<file path="config.mk">
export PLATFORM = sky130hd
export DESIGN_NAME = atr_stream
export DESIGN_NICKNAME = d
export VERILOG_FILES = /design/src/rtl/atr_pkg.sv /design/src/rtl/atr_edge.sv /design/src/rtl/atr_seq.sv /design/src/rtl/atr_bitsel.sv /design/src/rtl/atr_stream.sv
export SDC_FILE = /design/constraint.sdc
export NUM_CORES = 1
export LEC_CHECK = 0
export BUFFER_PORTS_ARGS = -buffer_cell sky130_fd_sc_hd__buf_4
export CORE_MARGIN = 3
export CORE_UTILIZATION = 52
export CTS_BUF_LIST = sky130_fd_sc_hd__clkbuf_2
export DETAILED_ROUTE_END_ITERATION = 12
export GPL_ROUTABILITY_DRIVEN = 0
export GPL_TIMING_DRIVEN = 0
export PLACE_DENSITY = 0.75
export SLEW_MARGIN = 15
export SYNTH_ARGS = -nofsm -noshare
export SYNTH_HDL_FRONTEND = slang
export SYNTH_SLANG_ARGS = --single-unit
export TNS_END_PERCENT = 100
</file>
<file path="constraint.sdc">
create_clock -name clk -period 2.5 [get_ports clk]
set_input_delay 0.375 -clock clk [delete_from_list [all_inputs] [get_ports clk]]
set_output_delay 0.375 -clock clk [all_outputs]
set_load 0.01 [all_outputs]
</file>
<file path="src/rtl/atr_pkg.sv">
// Shared types for the answer-to-reset streamer.
package atr_pkg;
    // Which end of the identification word leaves the block first.
    typedef enum logic {
        ATR_LSB_FIRST = 1'b0,
        ATR_MSB_FIRST = 1'b1
    } atr_order_e;
endpackage

</file>
<file path="src/rtl/atr_edge.sv">
// Single-edge detector on a pre-synchronised pin.
// Assumes: sig_i is already in the clk domain. The history flop resets to 0.
module atr_edge #(
    parameter bit RISING = 1'b1
) (
    input  logic clk,
    input  logic rst_n,
    input  logic sig_i,
    output logic edge_o
);
    logic sig_q;

    // Keep last cycle's pin value.
    always_ff @(posedge clk) begin
        if (!rst_n) sig_q <= 1'b0;
        else        sig_q <= sig_i;
    end

    generate
        if (RISING) begin : g_rise
            assign edge_o = sig_i & ~sig_q;
        end else begin : g_fall
            assign edge_o = sig_q & ~sig_i;
        end
    endgenerate
endmodule

</file>
<file path="src/rtl/atr_seq.sv">
// Stream sequencer: arms on a selected request rise, starts on its fall,
// counts serial-clock falls, and ends on the last bit or on deselect.
// Assumes: edge strobes come from atr_edge and last one cycle.
module atr_seq #(
    parameter int WIDTH = 32,
    localparam int IDX_W = (WIDTH > 1) ? $clog2(WIDTH) : 1
) (
    input  logic             clk,
    input  logic             rst_n,
    input  logic             sel_n_i,
    input  logic             busy_i,
    input  logic             req_rise_i,
    input  logic             req_fall_i,
    input  logic             scl_fall_i,
    output logic             active_o,
    output logic [IDX_W-1:0] idx_o
);
    localparam logic [IDX_W-1:0] LAST = IDX_W'(WIDTH - 1);

    logic armed_q;
    logic active_q;
    logic [IDX_W-1:0] idx_q;

    // Arm, start, advance and finish the stream.
    always_ff @(posedge clk) begin
        if (!rst_n) begin
            armed_q  <= 1'b0;
            active_q <= 1'b0;
            idx_q    <= '0;
        end else if (sel_n_i) begin
            armed_q  <= 1'b0;
            active_q <= 1'b0;
        end else if (active_q) begin
            if (scl_fall_i) begin
                if (idx_q == LAST) active_q <= 1'b0;
                else               idx_q    <= idx_q + 1'b1;
            end
        end else begin
            if (req_rise_i) armed_q <= 1'b1;
            if (req_fall_i) begin
                armed_q <= 1'b0;
                if (armed_q && !busy_i) begin
                    active_q <= 1'b1;
                    idx_q    <= '0;
                end
            end
        end
    end

    assign active_o = active_q;
    assign idx_o    = idx_q;
endmodule

</file>
<file path="src/rtl/atr_bitsel.sv">
// Picks the current stream bit from the fixed word in the chosen order.
// Assumes: idx_i < WIDTH.
module atr_bitsel
    import atr_pkg::*;
#(
    parameter int                WIDTH   = 32,
    parameter logic [WIDTH-1:0]  PATTERN = '0,
    parameter atr_order_e        ORDER   = ATR_LSB_FIRST,
    localparam int IDX_W = (WIDTH > 1) ? $clog2(WIDTH) : 1
) (
    input  logic [IDX_W-1:0] idx_i,
    output logic             bit_o
);
    generate
        if (ORDER == ATR_LSB_FIRST) begin : g_lsb
            assign bit_o = PATTERN[idx_i];
        end else begin : g_msb
            logic [IDX_W-1:0] ridx;
            assign ridx  = IDX_W'(WIDTH - 1) - idx_i;
            assign bit_o = PATTERN[ridx];
        end
    endgenerate
endmodule

</file>
<file path="src/rtl/atr_stream.sv">
// Answer-to-reset streamer top. Sends PATTERN on sda_o, one bit per serial-clock fall.
// Assumes: all pins are synchronised to clk. Pad logic drives the line only while own_o is 1.
module atr_stream
    import atr_pkg::*;
#(
    parameter int               WIDTH   = 32,
    parameter logic [WIDTH-1:0] PATTERN = 32'hA5C3_1E96,
    parameter atr_order_e       ORDER   = ATR_LSB_FIRST
) (
    input  logic clk,
    input  logic rst_n,
    input  logic scl_i,
    input  logic req_i,
    input  logic sel_n_i,
    input  logic busy_i,
    output logic sda_o,
    output logic own_o
);
    localparam int IDX_W = (WIDTH > 1) ? $clog2(WIDTH) : 1;

    logic req_rise, req_fall, scl_fall;
    logic active;
    logic [IDX_W-1:0] idx;
    logic cur_bit;

    atr_edge #(.RISING(1'b1)) u_req_rise (.clk(clk), .rst_n(rst_n), .sig_i(req_i), .edge_o(req_rise));
    atr_edge #(.RISING(1'b0)) u_req_fall (.clk(clk), .rst_n(rst_n), .sig_i(req_i), .edge_o(req_fall));
    atr_edge #(.RISING(1'b0)) u_scl_fall (.clk(clk), .rst_n(rst_n), .sig_i(scl_i), .edge_o(scl_fall));

    atr_seq #(.WIDTH(WIDTH)) u_seq (
        .clk        (clk),
        .rst_n      (rst_n),
        .sel_n_i    (sel_n_i),
        .busy_i     (busy_i),
        .req_rise_i (req_rise),
        .req_fall_i (req_fall),
        .scl_fall_i (scl_fall),
        .active_o   (active),
        .idx_o      (idx)
    );

    atr_bitsel #(.WIDTH(WIDTH), .PATTERN(PATTERN), .ORDER(ORDER)) u_bitsel (
        .idx_i (idx),
        .bit_o (cur_bit)
    );

    // Released line reads high; owned line carries the current bit.
    assign sda_o = active ? cur_bit : 1'b1;
    assign own_o = active;
endmodule

</file>
==> impl_metrics.py <==
metrics = {
    "outcome": {
        "run_status": "finished clean",
    },
    "clocking": {
        "cts_root_buffer": "clkbuf_2",
        "clkSinkCount": 10,
        "clock_path_buffers": 2,
        "cts_hold_repair.buffers": 0,
        "clock_latency_ns": 0.26,
        "cts-buffers-inserted": 3,
        "cts_tree": "done",
        "path_clk_slew_ns": 0.10,
        "cts.htree.levels": 1,
    },
    "finish": {
        "nFillCells": 100,
        "post_route_cells_drive_above_1_share": 0.379,
        "footprint_of_the_multi_input_gates_um2": 494,
        "seq_area_um2": 205,
        "nets": 99,
        "final_design_area_no_fill_um2": 842,
        "syn2layout_area_growth_pct": 23.9,
        "layoutNonFillerInstCount": 101,
        "insertedDiodeCount": 0,
        "final_util": 0.719,
    },
    "placement": {
        "detailedPlacementHpwl_um": 1010,
        "dpl.cell_count": 94,
        "place.port_buffers": 6,
        "post-place-ws_ns": -0.108,
        "place_area_um2": 742,
    },
    "detailed_routing": {
        "route.detailed.vias_per_inst": 5.82,
        "drt_first_iter_violations": 11,
        "route.final.wire_length_um": 1480,
        "drt_first_pass_iters": 4,
        "detail_route.drc_violations": 0,
        "wl_per_cell_um": 14.7,
        "via_count": 588,
        "final_antenna_net_count": 0,
    },
    "setup_path": {
        "worst_setup_path_endpoint": "cur_bit",
        "kind_of_critical_path": "reg -> reg",
        "reg2reg_depth": 12,
        "path_max_fanout": 4,
        "critical_path.startpoint_type": "flop",
        "setup.worst_path.end_class": "flop",
        "reg2reg_from": "u_seq.idx_o[0]",
        "worst-endpoint-required_ns": 2.65,
        "cp_data_arrival_time_ns": 2.61,
        "cp-startpoint": "u_seq.idx_o[0]",
        "r2r-end": "cur_bit",
        "rrSetupSlack_ns": 0.04,
    },
    "global_routing": {
        "grt_max_degree": 11,
        "first_global_vias": 555,
        "antenna_violations_before_repair": 0,
        "grt_first_pass_wirelength_um": 2350,
        "grt_use_total": 0.170,
        "grt-ovfl-total": 0,
    },
    "sta": {
        "hold_viol": 0,
        "unrepaired_setup_endpoints_after_global_routing": "yes",
        "final.period_utilization": 0.982,
        "max_slew_violation_count": 0,
        "maxClockFrequency_mhz": 407,
        "setup-tns-final_ns": 0,
        "skew_ns": 0.00305,
        "timing.final.crit_period_ns": 2.46,
        "timing_worst_slew_pin_value_ns": 0.426,
        "final.setup.worst_slack_ns": 0.0447,
        "timing.final.setup_violations": 0,
        "max-slew-margin-rel": 0.712,
    },
    "synth": {
        "synthDistinctLibCells": 36,
        "synth-seq-area-share": 0.295,
        "yosysWarnings": 0,
        "synth_fp_nets": 84,
        "mappedNetlistArea_um2": 679,
        "synth-seq-cells": 10,
        "synthArstFlopShare": 0,
        "count_of_flip_flops_with_a_built_in_enable_after_synthesis": 0,
        "synth_flop_cell": "dfxtp_1",
        "synthesis.area_per_instance_um2": 9.18,
        "syn_inst": 74,
    },
    "power": {
        "power.density_nw_per_um2": 327,
        "intPower_mw": 0.205,
        "power.leakage_nw": 0.330,
        "vdd.ir_drop.worst_v": 0.000280,
        "clkPwrFrac": 0.327,
        "proportion_of_power_drawn_by_combinational_gates": 0.083,
        "power.net_switching_mw": 0.0709,
        "power_switching_share": 0.257,
        "share_seq_of_total_power": 0.590,
    },
    "floorplan": {
        "design.core.area_um2": 1170,
        "design.die.area_um2": 1780,
        "placement_rows": 12,
        "die-width_um": 42.1,
        "io_pins": 8,
        "start_util": 0.580,
        "floorplan.die.height_um": 42.1,
    },
    "worst_hold_path": {
        "holdCritPathClass": "in -> reg",
    },
    "run": {
        "max_capacitance_violation_count": 0,
    },
}
-- through the flow --
| step | total power [mW] | hold slack [ns] |
|---|---|---|
| 2_1_floorplan | 0.180 | 0.494 |
| 3_3_place_gp | 0.189 | 0.507 |
| 3_5_place_dp | 0.190 | 0.520 |
| 4_1_cts | 0.277 | 0.327 |
| 5_1_grt | 0.287 | 0.348 |
| 6_report | 0.276 | 0.329 |
-- worst min path at each step --
| stage | from | end | slack [ns] | cells past startpoint |
|---|---|---|---|---|
| global placement | u_seq.armed_q | u_seq.armed_q | 0.51 | 2 |
| detailed placement | u_seq.armed_q | u_seq.armed_q | 0.52 | 2 |
| global route | req_i | u_req_fall.sig_q | 0.35 | 2 |
| floorplan | u_seq.armed_q | u_seq.armed_q | 0.49 | 2 |
| finish | req_i | u_req_fall.sig_q | 0.33 | 2 |
| CTS | req_i | u_req_fall.sig_q | 0.33 | 2 |
-- power groups by stage --
stage / clock network, mW / logic, mW / registers, mW
after floorplan: 0 / 0.0132 / 0.167
after global placement: 0 / 0.0216 / 0.167
after detailed placement: 0 / 0.0221 / 0.167
after CTS: 0.0916 / 0.0225 / 0.163
after global routing: 0.0985 / 0.0259 / 0.163
final: 0.0901 / 0.0229 / 0.163
-- cell usage after synthesis, types with 2 or more instances --
cell type,count,area (um2)
a21oi_1,2,10.0
and2_1,4,25.0
and4bb_1,2,25.0
clkbuf_1,2,7.51
dfxtp_1,10,200
ha_1,4,50.1
inv_1,6,22.5
mux2i_1,2,20.0
nand2_1,2,7.51
nand2b_1,2,12.5
nand3_1,2,10.0
nand3b_1,3,22.5
nor2_1,6,22.5
nor3_1,2,10.0
o21a_1,2,15.0
o311ai_0,2,17.5
or3_4,2,22.5
-- registers in the layout, indices dropped and copies added, names as in the netlist --
signal and count:
u_seq.armed_q 1, u_seq.idx_o 5, u_req_fall.sig_q 1, cur_bit 1
u_seq.active_o 1, u_scl_fall.sig_q 1
-- worst max-delay path: stages, from the launching register on --
cell and delay (ns):
dfxtp_4 0.38, ha_4 0.16, and3_4 0.18, ha_4 0.16
or3_4 0.42, nor2_4 0.12, o21a_1 0.15, inv_2 0.05
ha_4 0.25, inv_2 0.03, mux2i_1 0.15, mux2i_1 0.21
nand3b_1 0.09
-- placed cells by master, fill, tap and decap left out, types with 2 or more instances in the layout --
cell | synthesis | final
a21oi_1 | 2 | 2
and2_1 | 4 | 4
and3_4 | 1 | 2
and4bb_1 | 2 | 2
buf_4 | 0 | 10
clkbuf_1 | 2 | 2
clkbuf_2 | 0 | 3
dfxtp_1 | 10 | 8
ha_4 | 0 | 3
inv_1 | 6 | 4
inv_2 | 0 | 2
mux2i_1 | 2 | 2
nand2_1 | 2 | 2
nand2b_1 | 2 | 2
nand3_1 | 2 | 2
nand3b_1 | 3 | 3
nor2_1 | 6 | 5
nor3_1 | 2 | 2
o21a_1 | 2 | 2
o311ai_0 | 2 | 2
or3_4 | 2 | 2
-- layout make-up --
| class | instances | area share |
|---|---|---|
| buffer | 3 | 0.0149 |
| clock buffer | 3 | 0.0178 |
| inverter | 6 | 0.0267 |
| multi-input combinational | 55 | 0.587 |
| sequential | 10 | 0.244 |
| tap | 14 | 0.0208 |
| timing repair buffer | 10 | 0.0892 |
-- metal layers --
layer  wire length [um]  track usage
met4                 36       0.0932
met5                  0            0
met1                753        0.222
met3                 57       0.0343
met2                637        0.259
-- timing repair --
action | in CTS | in global routing
gates resized for setup | 8 | 5
endpoints found under the setup margin | 1 | 1
pin swaps | 2 | 5
setup buffers | 0 | 4
-- cell families (layout without fill, tap and decap cells) --
group,count (synthesis),after routing,synth area share
fa+ha+maj,4,4,0.0737
flops,10,10,0.295
compound gates,14,14,0.169
buf+inv,9,22,0.0516
mux,4,4,0.0718
simple gates,33,33,0.339
Power figures use the tool's default switching activity.
